[src/rtl/rxpp_pkg.sv]
package rxpp_pkg;
    localparam int FRAME_BYTES = 11;
    localparam int BYTE_W      = 8;
    localparam int CNT_W       = $clog2(FRAME_BYTES + 1);

    typedef enum logic [1:0] {
        RX_IDLE = 2'd0,
        RX_RECV = 2'd1,
        RX_DROP = 2'd2
    } rx_state_t;
endpackage

[src/rtl/rxpp_bank.sv]
// One frame store: byte array plus its fill count.
module rxpp_bank #(
    parameter int DEPTH = rxpp_pkg::FRAME_BYTES,
    parameter int DW    = rxpp_pkg::BYTE_W,
    parameter int CW    = $clog2(DEPTH + 1)
) (
    input  logic          clk,
    input  logic          rst_n,
    input  logic          clr,
    input  logic          wr_en,
    input  logic [DW-1:0] wr_data,
    input  logic [CW-1:0] rd_idx,
    output logic [DW-1:0] rd_data,
    output logic [CW-1:0] count
);
    localparam logic [CW-1:0] LIMIT = CW'(DEPTH);

    logic [DW-1:0] mem [DEPTH];

    always_ff @(posedge clk or negedge rst_n) begin
        if (!rst_n) begin
            count <= '0;
            for (int k = 0; k < DEPTH; k++) begin
                mem[k] <= '0;
            end
        end else if (clr) begin
            count <= '0;
        end else if (wr_en && (count < LIMIT)) begin
            mem[count] <= wr_data;
            count      <= count + 1'b1;
        end
    end

    always_comb begin
        rd_data = (rd_idx < LIMIT) ? mem[rd_idx] : '0;
    end
endmodule

[src/rtl/rxpp_ctrl.sv]
// Bus-side sequencer, store ownership and status flags.
module rxpp_ctrl
    import rxpp_pkg::*;
(
    input  logic       clk,
    input  logic       rst_n,
    input  logic       sof,
    input  logic       byte_vld,
    input  logic       eof,
    input  logic       brk,
    input  logic       ovwr_en,
    input  logic       cpu_done,
    output logic       cpu_sel,
    output logic [1:0] full,
    output logic [1:0] bank_clr,
    output logic       bus_wr_en,
    output logic       swap_now,
    output logic       rx_irq,
    output logic       msg_lost,
    output logic       break_rcvd,
    output logic       rx_busy
);
    rx_state_t state_q, state_d;
    logic next_sel;
    logic accept, drop, finish, abort;

    // state register
    always_ff @(posedge clk or negedge rst_n) begin
        if (!rst_n) begin
            state_q <= RX_IDLE;
        end else begin
            state_q <= state_d;
        end
    end

    // next state and events
    always_comb begin
        swap_now = !full[cpu_sel] && full[~cpu_sel];
        next_sel = swap_now ? ~cpu_sel : cpu_sel;
        state_d  = state_q;
        accept   = 1'b0;
        drop     = 1'b0;
        finish   = 1'b0;
        abort    = 1'b0;
        unique case (state_q)
            RX_IDLE: begin
                if (brk) begin
                    abort = 1'b1;
                end else if (sof) begin
                    if (full[~next_sel] && !ovwr_en) begin
                        drop    = 1'b1;
                        state_d = RX_DROP;
                    end else begin
                        accept  = 1'b1;
                        state_d = RX_RECV;
                    end
                end
            end
            RX_RECV: begin
                if (brk) begin
                    abort   = 1'b1;
                    state_d = RX_IDLE;
                end else if (sof) begin
                    accept = 1'b1;
                end else if (eof) begin
                    finish  = 1'b1;
                    state_d = RX_IDLE;
                end
            end
            RX_DROP: begin
                if (brk) begin
                    abort   = 1'b1;
                    state_d = RX_IDLE;
                end else if (eof) begin
                    state_d = RX_IDLE;
                end
            end
            default: state_d = RX_IDLE;
        endcase
        bus_wr_en = (state_q == RX_RECV) && byte_vld && !brk;
        for (int i = 0; i < 2; i++) begin
            bank_clr[i] = (accept && (1'(i) == ~next_sel)) ||
                          (cpu_done && (1'(i) == cpu_sel));
        end
    end

    // outputs and ownership
    always_ff @(posedge clk or negedge rst_n) begin
        if (!rst_n) begin
            cpu_sel    <= 1'b0;
            full       <= '0;
            rx_irq     <= 1'b0;
            msg_lost   <= 1'b0;
            break_rcvd <= 1'b0;
        end else begin
            cpu_sel <= next_sel;
            for (int i = 0; i < 2; i++) begin
                if (finish && (1'(i) == ~cpu_sel)) begin
                    full[i] <= 1'b1;
                end else if (accept && (1'(i) == ~next_sel)) begin
                    full[i] <= 1'b0;
                end else if (cpu_done && (1'(i) == cpu_sel)) begin
                    full[i] <= 1'b0;
                end
            end
            rx_irq <= finish;
            if (drop) begin
                msg_lost <= 1'b1;
            end else if (cpu_done) begin
                msg_lost <= 1'b0;
            end
            if (abort) begin
                break_rcvd <= 1'b1;
            end else if (cpu_done) begin
                break_rcvd <= 1'b0;
            end
        end
    end

    assign rx_busy = (state_q != RX_IDLE);
endmodule

[src/rtl/rxpp_rdport.sv]
// CPU read path: FIFO pointer and registered read data.
module rxpp_rdport #(
    parameter int DW = rxpp_pkg::BYTE_W,
    parameter int CW = rxpp_pkg::CNT_W
) (
    input  logic          clk,
    input  logic          rst_n,
    input  logic          fifo_mode,
    input  logic          rd,
    input  logic [CW-1:0] addr,
    input  logic [CW-1:0] count,
    input  logic          ptr_clr,
    input  logic [DW-1:0] bank_data,
    output logic [CW-1:0] rd_idx,
    output logic [CW-1:0] rdptr,
    output logic [DW-1:0] rdata
);
    logic fifo_hit, in_range;

    always_comb begin
        fifo_hit = fifo_mode && (addr == '0);
        rd_idx   = fifo_hit ? rdptr : addr;
        in_range = rd_idx < count;
    end

    always_ff @(posedge clk or negedge rst_n) begin
        if (!rst_n) begin
            rdptr <= '0;
            rdata <= '0;
        end else begin
            if (ptr_clr) begin
                rdptr <= '0;
            end else if (rd && fifo_hit && in_range) begin
                rdptr <= rdptr + 1'b1;
            end
            if (rd) begin
                rdata <= in_range ? bank_data : '0;
            end
        end
    end
endmodule

[src/rtl/rx_pingpong_buf.sv]
module rx_pingpong_buf #(
    parameter int DEPTH = rxpp_pkg::FRAME_BYTES,
    parameter int DW    = rxpp_pkg::BYTE_W,
    parameter int CW    = $clog2(DEPTH + 1)
) (
    input  logic          clk,
    input  logic          rst_n,
    input  logic          bus_sof,
    input  logic          bus_byte_vld,
    input  logic [DW-1:0] bus_byte,
    input  logic          bus_eof,
    input  logic          bus_break,
    input  logic          cfg_ovwr_en,
    input  logic          cpu_fifo_mode,
    input  logic          cpu_rd,
    input  logic [CW-1:0] cpu_addr,
    input  logic          cpu_done,
    output logic [DW-1:0] cpu_rdata,
    output logic [CW-1:0] cpu_count,
    output logic [CW-1:0] cpu_rdptr,
    output logic          cpu_buf_full,
    output logic          bus_buf_full,
    output logic          rx_busy,
    output logic          break_rcvd,
    output logic          msg_lost,
    output logic          rx_irq
);
    localparam int NBANK = 2;

    logic          cpu_sel;
    logic [1:0]    full;
    logic [1:0]    bank_clr;
    logic          bus_wr_en;
    logic          swap_now;
    logic [CW-1:0] rd_idx;
    logic [CW-1:0] bank_cnt [NBANK];
    logic [DW-1:0] bank_rd  [NBANK];

    rxpp_ctrl u_ctrl (
        .clk        (clk),
        .rst_n      (rst_n),
        .sof        (bus_sof),
        .byte_vld   (bus_byte_vld),
        .eof        (bus_eof),
        .brk        (bus_break),
        .ovwr_en    (cfg_ovwr_en),
        .cpu_done   (cpu_done),
        .cpu_sel    (cpu_sel),
        .full       (full),
        .bank_clr   (bank_clr),
        .bus_wr_en  (bus_wr_en),
        .swap_now   (swap_now),
        .rx_irq     (rx_irq),
        .msg_lost   (msg_lost),
        .break_rcvd (break_rcvd),
        .rx_busy    (rx_busy)
    );

    for (genvar i = 0; i < NBANK; i++) begin : g_bank
        rxpp_bank #(.DEPTH(DEPTH), .DW(DW), .CW(CW)) u_bank (
            .clk     (clk),
            .rst_n   (rst_n),
            .clr     (bank_clr[i]),
            .wr_en   (bus_wr_en && (1'(i) == ~cpu_sel)),
            .wr_data (bus_byte),
            .rd_idx  (rd_idx),
            .rd_data (bank_rd[i]),
            .count   (bank_cnt[i])
        );
    end

    rxpp_rdport #(.DW(DW), .CW(CW)) u_rdport (
        .clk       (clk),
        .rst_n     (rst_n),
        .fifo_mode (cpu_fifo_mode),
        .rd        (cpu_rd),
        .addr      (cpu_addr),
        .count     (bank_cnt[cpu_sel]),
        .ptr_clr   (swap_now || cpu_done),
        .bank_data (bank_rd[cpu_sel]),
        .rd_idx    (rd_idx),
        .rdptr     (cpu_rdptr),
        .rdata     (cpu_rdata)
    );

    assign cpu_count    = bank_cnt[cpu_sel];
    assign cpu_buf_full = full[cpu_sel];
    assign bus_buf_full = full[~cpu_sel];
endmodule

[config.mk]
export PLATFORM = sky130hd
export DESIGN_NAME = rx_pingpong_buf
export DESIGN_NICKNAME = d
export VERILOG_FILES = /design/src/rtl/rxpp_pkg.sv /design/src/rtl/rxpp_bank.sv /design/src/rtl/rxpp_ctrl.sv /design/src/rtl/rxpp_rdport.sv /design/src/rtl/rx_pingpong_buf.sv
export SDC_FILE = /design/constraint.sdc
export NUM_CORES = 1
export LEC_CHECK = 0
export BUFFER_PORTS_ARGS = -buffer_cell sky130_fd_sc_hd__buf_2
export CAP_MARGIN = 40
export CORE_MARGIN = 10
export CORE_UTILIZATION = 50
export CTS_CLUSTER_SIZE = 28
export DETAILED_ROUTE_END_ITERATION = 7
export PLACE_DENSITY = 0.71
export SLEW_MARGIN = 5
export SYNTH_ARGS = -nofsm -noshare
export SYNTH_HDL_FRONTEND = slang
export SYNTH_SLANG_ARGS = --single-unit
[constraint.sdc]
create_clock -name clk -period 2.7 [get_ports clk]
set_input_delay 0.54 -clock clk [delete_from_list [all_inputs] [get_ports clk]]
set_output_delay 0.54 -clock clk [all_outputs]
set_load 0.01 [all_outputs]
* After elaboration in Yosys (flattened, before gate mapping)
Index checks and enable logic that the tools add are counted.
** Storage, ports and cells
- Register bits after elaboration :: 204
- Input port bits :: 22
- Output and inout port bits :: 22
** Cells by class
- Add/sub/neg operators :: 3
- $lt $le $gt $ge :: 13
- Equal/unequal tests :: 5
- Mux-type cells :: 68
- Bitwise gates (word level) :: 8
- Reductions and logical operators :: 39
** Operator list (number)
- $bwmux 88 :: 2
- $mux 8 :: 12
- $bmux 8 s4 :: 2
- $demux 8 s4 :: 2
- $mux 4 :: 10
- $mux 1 :: 31
- $logic_and 1x1->1 :: 19
- $ge 5x5->1 const B :: 3
- $not 4->5 :: 3
- $mux 2 :: 7
- $add 4x1->4 const B :: 3
- $lt 4x4->1 const B :: 3
- $reduce_bool 2->1 :: 6
- $lt 5x1->1 const B :: 2
- $lt 1x2->1 const B :: 3
- $pmux 2 s3 :: 1
- $reduce_bool 3->1 :: 2
- $logic_not 4->1 :: 1
- $lt 4x4->1 :: 1
- $ne 2x2->1 const B :: 2
- $not 1->1 :: 4
- $reduce_and 2->1 :: 2
- $logic_not 1->1 :: 3
- $logic_or 1x1->1 :: 3
- other kinds (9) :: 9

* Logic depth before layout (Yosys ltp)
- Depth after elaboration :: 17
- Depth in mapped cells :: 12
- Mapped depth without buffers :: 9

* By module
From an unflattened synthesis, not the netlist that was laid out.
** Second synthesis, totals
- Cells, all modules :: 743
- Area, all modules :: 10311.1 um2
** Modules (own cells, without submodules)
- rxpp_bank :: instances 2, cells an instance 306, area an instance 4428.0 um2, seq. area each 2302.2 um2
- rxpp_rdport :: instances 1, cells an instance 60, area an instance 719.4 um2, seq. area each 300.3 um2
- rxpp_ctrl :: instances 1, cells an instance 52, area an instance 494.2 um2, seq. area each 200.2 um2
- rx_pingpong_buf :: instances 1, cells an instance 19, area an instance 241.5 um2, seq. area each 0.0 um2

* Worst setup path after synthesis
OpenSTA, ideal clock, no wires.
- Path type :: register -> register
- Start point :: register u_ctrl.cpu_sel
- End point :: register u_rdport.rdptr[3]
- Data arrival time :: 2737 ps
- Data required time :: 2623 ps
- Setup slack :: -115 ps
- Cell stages (with the launch flop) :: 11
- Buffers on the path :: 3
- Clock period less this slack :: 2815 ps
- Cell sequence :: dfrtp_1 -> buf_4 -> clkbuf_1 -> clkbuf_1 -> mux2_2 -> inv_1 -> ha_1 -> a211oi_1 -> o2111ai_1 -> or3_1 -> a21oi_1
** On the way
- Cells in the longest elaborated chain, start to end :: 7
- Elaborated cells between the ends (all ways) :: 15
- Those cells by class :: order compare (1); mux (8); bitwise (1); reduce/logical (5)
** Ends and longest elaborated chain
- start, declared :: RTL line rxpp_ctrl.sv:13 : output logic cpu_sel,
- start signal, assigned :: RTL line rxpp_ctrl.sv:96 : cpu_sel <= next_sel;
- $not 1->2
- $mux 4 (3 in series)
- via cpu_count[3] :: RTL line rx_pingpong_buf.sv:19 : output logic [CW-1:0] cpu_count,
- $lt 4x4->1 :: RTL line rxpp_rdport.sv:23 : in_range = rd_idx < count;
- $logic_and 1x1->1 :: RTL line rxpp_rdport.sv:33 : end else if (rd && fifo_hit && in_range) begin
- $reduce_bool 2->1 (no line)
- end signal, assigned :: RTL line rxpp_rdport.sv:34 : rdptr <= rdptr + 1'b1;
- end, declared :: RTL line rxpp_rdport.sv:15 : output logic [CW-1:0] rdptr,
The timed path passes the listed nets, and every way through them passes these cells. The select of a mux whose other input is x is not followed.
A chain may end at the register's enable or synchronous reset.

* Worst setup path in the final report
- Start point :: register u_ctrl.state_q[1]
- End point :: register g_bank[0].u_bank.mem[55] (netlist bit)
** On the way
- Cells in the longest elaborated chain, start to end :: 6
- Elaborated cells between the ends (all ways) :: 11
- Those cells by class :: eq/ne (1); mux (1); bitwise (1); reduce/logical (8)
** Ends and longest elaborated chain
- start, declared :: RTL line rxpp_ctrl.sv:23 : rx_state_t state_q, state_d;
- start signal, assigned :: RTL line rxpp_ctrl.sv:32 : state_q <= state_d;
- $eq 2x1->1 or $logic_not 2->1 (tied branches) :: RTL line rxpp_ctrl.sv:45, rxpp_ctrl.sv:80
- $pmux 1 s2 or $logic_and 1x1->1 (tied branches) :: RTL line rxpp_ctrl.sv:45, rxpp_ctrl.sv:80
- $logic_and 1x1->1 (on tied branches) :: RTL line rxpp_ctrl.sv:82, rxpp_ctrl.sv:80
- $logic_or 1x1->1 or $logic_and 1x1->1 (tied branches) :: RTL line rxpp_ctrl.sv:82, rx_pingpong_buf.sv:64
- $not 1->1 (no line) or $logic_and 1x1->1 (tied branches)
- $reduce_and 2->1 (no line) (*)
- end signal, assigned by index :: RTL line rxpp_bank.sv:29 : mem[count] <= wr_data;
- end, declared :: RTL line rxpp_bank.sv:18 : logic [DW-1:0] mem [DEPTH];
Every way passes the cells marked *; elsewhere a longest branch is shown, timed or not.

==> flow_summary.html <==
<table>
<tr><th>Metric</th><th>Value</th></tr>
<tr><th colspan="2">Outcome</th></tr>
<tr><td>Result of the run</td><td>complete, but fails checks</td></tr>
<tr><td>Violations in the final reports</td><td>negative hold slack</td></tr>
<tr><th colspan="2">Critical path</th></tr>
<tr><td>Largest driver fanout on the critical path</td><td>8</td></tr>
<tr><td>Library cell contributing the largest single delay on the critical path</td><td>or2_0</td></tr>
<tr><td>Endpoint required time on the critical path</td><td>3.09 ns</td></tr>
<tr><td>Cells along the critical path</td><td>inv_1 -&gt; ha_1 -&gt; nand3b_1 -&gt; or2_0 -&gt; nor4_4 -&gt; nand2_2 -&gt; mux2_1</td></tr>
<tr><td>Type of origin of the critical path</td><td>flop</td></tr>
<tr><td>Worst reg2reg path endpoint</td><td>g_bank[0].u_bank.mem[55]</td></tr>
<tr><td>Slack of the worst reg-to-reg path</td><td>0.20 ns</td></tr>
<tr><td>Largest incremental delay on the critical path</td><td>0.44 ns</td></tr>
<tr><td>Kind of end point of the critical path</td><td>flop</td></tr>
<tr><td>Worst setup path startpoint</td><td>u_ctrl.state_q[1]</td></tr>
<tr><td>R2r startpoint</td><td>u_ctrl.state_q[1]</td></tr>
<tr><td>Data arrival, critical path</td><td>2.89 ns</td></tr>
<tr><td>Cell count of the worst reg-to-reg path</td><td>7</td></tr>
<tr><td>Crit Path Class</td><td>flop to flop</td></tr>
<tr><th colspan="2">STA</th></tr>
<tr><td>Final min period</td><td>2.50 ns</td></tr>
<tr><td>Final Cycle Share</td><td>92.5%</td></tr>
<tr><td>Setup total negative slack</td><td>0 ns</td></tr>
<tr><td>RSZ-0062 raised after global routing</td><td>no</td></tr>
<tr><td>Number of endpoints failing setup at the final stage</td><td>0</td></tr>
<tr><td>Worst relative slew slack</td><td>60.1%</td></tr>
<tr><td>Tightest hold margin</td><td>-0.0167 ns</td></tr>
<tr><td>Pins over their slew limit</td><td>0</td></tr>
<tr><td>Timing-limited maximum frequency</td><td>400 MHz</td></tr>
<tr><td>Setup clock skew after layout</td><td>0.00711 ns</td></tr>
<tr><td>Final hold violation count</td><td>3</td></tr>
<tr><td>Slew of the pin with the lowest slew margin</td><td>0.598 ns</td></tr>
<tr><th colspan="2">Hold path</th></tr>
<tr><td>Worst hold path class</td><td>primary input to async pin</td></tr>
<tr><th colspan="2">Placed design</th></tr>
<tr><td>Placer Congestion</td><td>0.858</td></tr>
<tr><td>Half-perimeter wire length after placement</td><td>17,800 um</td></tr>
<tr><td>Port Buffer Count</td><td>43</td></tr>
<tr><td>DP Cell Count</td><td>1,165</td></tr>
<tr><th colspan="2">Die</th></tr>
<tr><td>Die Wd</td><td>164 um</td></tr>
<tr><td>FP Rows</td><td>52</td></tr>
<tr><td>Area of the die</td><td>27,000 sq um</td></tr>
<tr><td>Floorplan die height</td><td>164 um</td></tr>
<tr><td>Initial core utilization</td><td>51.2%</td></tr>
<tr><td>Core area</td><td>20,400 sq um</td></tr>
<tr><td>Top-Level Pins</td><td>44</td></tr>
<tr><th colspan="2">Global routing</th></tr>
<tr><td>Wire length of the first global-routing pass</td><td>41,000 um</td></tr>
<tr><td>Pin count of the biggest net entering global routing</td><td>70</td></tr>
<tr><td>Antenna violations before repair</td><td>0</td></tr>
<tr><td>GRT Overall Usage</td><td>19.0%</td></tr>
<tr><td>Number of global-route vias before repair</td><td>7,074</td></tr>
<tr><td>Aggregate global routing overflow</td><td>0</td></tr>
<tr><th colspan="2">Detailed routing</th></tr>
<tr><td>Routed WL per cell</td><td>21.3 um</td></tr>
<tr><td>Vias per cell</td><td>5.73</td></tr>
<tr><td>DR iter-0 viols</td><td>572</td></tr>
<tr><td>DRC errors left</td><td>0</td></tr>
<tr><td>Total routed wirelength</td><td>25,600 um</td></tr>
<tr><td>Count of nets left with antenna violations after detail routing</td><td>0</td></tr>
<tr><td>Detailed-router iteration count before antenna repair</td><td>6</td></tr>
<tr><td>Vias</td><td>6,884</td></tr>
<tr><th colspan="2">Layout</th></tr>
<tr><td>Core occupancy in the finished layout</td><td>58.4%</td></tr>
<tr><td>Number of antenna cells inserted</td><td>0</td></tr>
<tr><td>Area grow syn2layout</td><td>14.1%</td></tr>
<tr><td>Top library cells by usage in the layout, fill and taps aside</td><td>dfrtp_1 (204), nand2_1 (84), mux2_2 (78)</td></tr>
<tr><td>Final cell count without fillers</td><td>1,202</td></tr>
<tr><td>NumNets Final</td><td>957</td></tr>
<tr><td>Commonest non-fill, non-tap cell in the layout</td><td>dfrtp_1</td></tr>
<tr><td>Layout cell share with drive strength beyond 1</td><td>34.1%</td></tr>
<tr><th colspan="2">Yosys</th></tr>
<tr><td>Fraction of registers with async set/reset</td><td>100%</td></tr>
<tr><td>Synth Register Bits</td><td>204</td></tr>
<tr><td>Number of warnings reported in the yosys synthesis log</td><td>0</td></tr>
<tr><td>Ranking of synthesized cells by area</td><td>dfrtp_1 (49%), mux2_4 (9.2%), mux2_2 (8.4%), mux2_1 (5.4%), nand2_1 (3.0%)</td></tr>
<tr><td>Per-instance average area after synthesis</td><td>12.3 sq um</td></tr>
<tr><td>Most frequently used flop master after synthesis</td><td>dfrtp_1</td></tr>
<tr><td>Number of distinct library cells after synthesis</td><td>66</td></tr>
<tr><td>Post-synthesis instance area</td><td>10,400 sq um</td></tr>
<tr><td>Portion of synthesized cell area occupied by the leading cell type</td><td>48.9%</td></tr>
<tr><td>Number of instances in the synthesized netlist</td><td>846</td></tr>
<tr><td>Top cell type by total area after synthesis</td><td>dfrtp_1</td></tr>
<tr><td>Number of synthesized flops with an enable pin</td><td>0</td></tr>
<tr><td>Share of the yosys chip area belonging to registers</td><td>48.9%</td></tr>
<tr><td>Syn_nets</td><td>883</td></tr>
<tr><th colspan="2">Clocking</th></tr>
<tr><td>Total clock sinks</td><td>204</td></tr>
<tr><td>Clk Latency, worst-skew pair</td><td>0.51 ns</td></tr>
<tr><td>TritonCTS Buffers</td><td>23</td></tr>
<tr><td>TritonCTS clock tree</td><td>done</td></tr>
<tr><td>Buffer type at the clock tree root</td><td>clkbuf_16</td></tr>
<tr><td>Maximum buffer depth of the clock tree</td><td>3</td></tr>
<tr><td>Clock Pin Slew Worst Setup and Hold Paths</td><td>0.06 ns</td></tr>
<tr><td>Number of buffers inserted by hold repair at cts</td><td>0</td></tr>
<tr><td>H-tree depth reported by CTS</td><td>1</td></tr>
<tr><th colspan="2">Pwr</th></tr>
<tr><td>Pwr Density</td><td>675 nW/um^2</td></tr>
<tr><td>Overall power of the completed layout</td><td>8.03 mW</td></tr>
<tr><td>Maximum VDD drop</td><td>0.454 mV</td></tr>
<tr><td>Leak</td><td>5.96 nW</td></tr>
<tr><th colspan="2">Flow run</th></tr>
<tr><td>Max-cap violations</td><td>0</td></tr>
</table>
==> cells by family (layout without fill, tap and decap cells) <==
group	Yosys count	after routing	share of synthesized area, %
adders and majority gates	15	15	1.80
AOI/OAI and AO/OA	132	132	9.00
muxes	222	222	25.9
DFF	204	204	48.9
and+or+nand+nor	199	199	10.7
xor gates and xnor gates	5	5	0.420
buffers and inverters	69	155	3.26
==> stage by stage <==
stage	setup WS (ns)	area, sq um
after floorplan	0.000228	10400
after global routing	0.0307	11900
final	0.202	11900
after global placement	0.0143	11200
after CTS	0.186	11900
after detailed placement	-0.0548	11200
==> worst max-delay path: cells and delay by family, from the launching register on <==
kind,cells,cell delay [ns]
and+or+nand+nor,4,1.31
buffers and inverters,1,0.09
muxes,1,0.36
DFF,1,0.37
adders and majority gates,1,0.24
==> synthesized netlist by cell type, types with 7 or more instances <==
library cell,n
dfrtp_1,204
nand2_1,84
mux2_2,78
mux2_4,64
mux2_1,50
nor2_1,49
a21oi_1,42
mux2i_1,30
o21ai_0,28
clkbuf_1,26
inv_1,23
ha_1,15
a31oi_1,10
o21ai_1,10
and2_1,8
buf_2,8
nand2_4,8
nor3_1,8
a222oi_1,7
nor4b_2,7
o41ai_2,7
==> cell type report <==
| type | count | area [sq um] |
|---|---|---|
| Sequential cell | 204 | 5100 |
| Clock inverter | 8 | 52.6 |
| Tap cell | 270 | 338 |
| Fill cell | 1650 | 8460 |
| Timing Repair Buffer | 93 | 699 |
| Inverter | 25 | 93.8 |
| Multi-Input combinational cell | 573 | 5010 |
| Clock buffer | 29 | 598 |
==> how the worst max path moves through the flow <==
stage | endpoint | depth (start not counted)
6_report | g_bank[0].u_bank.mem[55] | 7
5_1_grt | u_rdport.rdata[1] | 8
4_1_cts | u_rdport.rdata[1] | 8
3_5_place_dp | u_rdport.rdata[1] | 9
3_3_place_gp | u_rdport.rdata[4] | 9
2_1_floorplan | u_rdport.rdata[1] | 10
==> what timing repair did <==
action / 4_1_cts / 5_1_grt
gates resized for setup: 0 / 2
endpoints found under the setup margin: 0 / 1
setup buffers: 0 / 0
==> layer usage <==
metal,vias to the layer above,global-route usage (%),wire length [um]
li1,3152,-,-
met1,3498,26.1,11800
met2,178,31.0,12100
met3,56,2.51,944
met4,0,5.52,684
met5,-,0,0
==> flip-flops by register name, indices dropped and copies added, names as in the netlist <==
register and flops:
u_ctrl.state_q 2, g_bank.u_bank.mem 176, g_bank.u_bank.count 8, u_ctrl.full 2
u_ctrl.cpu_sel 1, u_rdport.rdata 8, u_ctrl.break_rcvd 1, u_ctrl.msg_lost 1
u_rdport.rdptr 4, u_ctrl.rx_irq 1
==> power by group <==
part | leakage, nW | internal (mW) | switching, mW | total (mW)
logic | 2.84 | 0.753 | 0.932 | 1.69
clock network | 0.315 | 1.56 | 1.23 | 2.79
registers | 2.80 | 3.35 | 0.205 | 3.56
total | 5.96 | 5.67 | 2.37 | 8.03
Power figures use the tool's default switching activity.
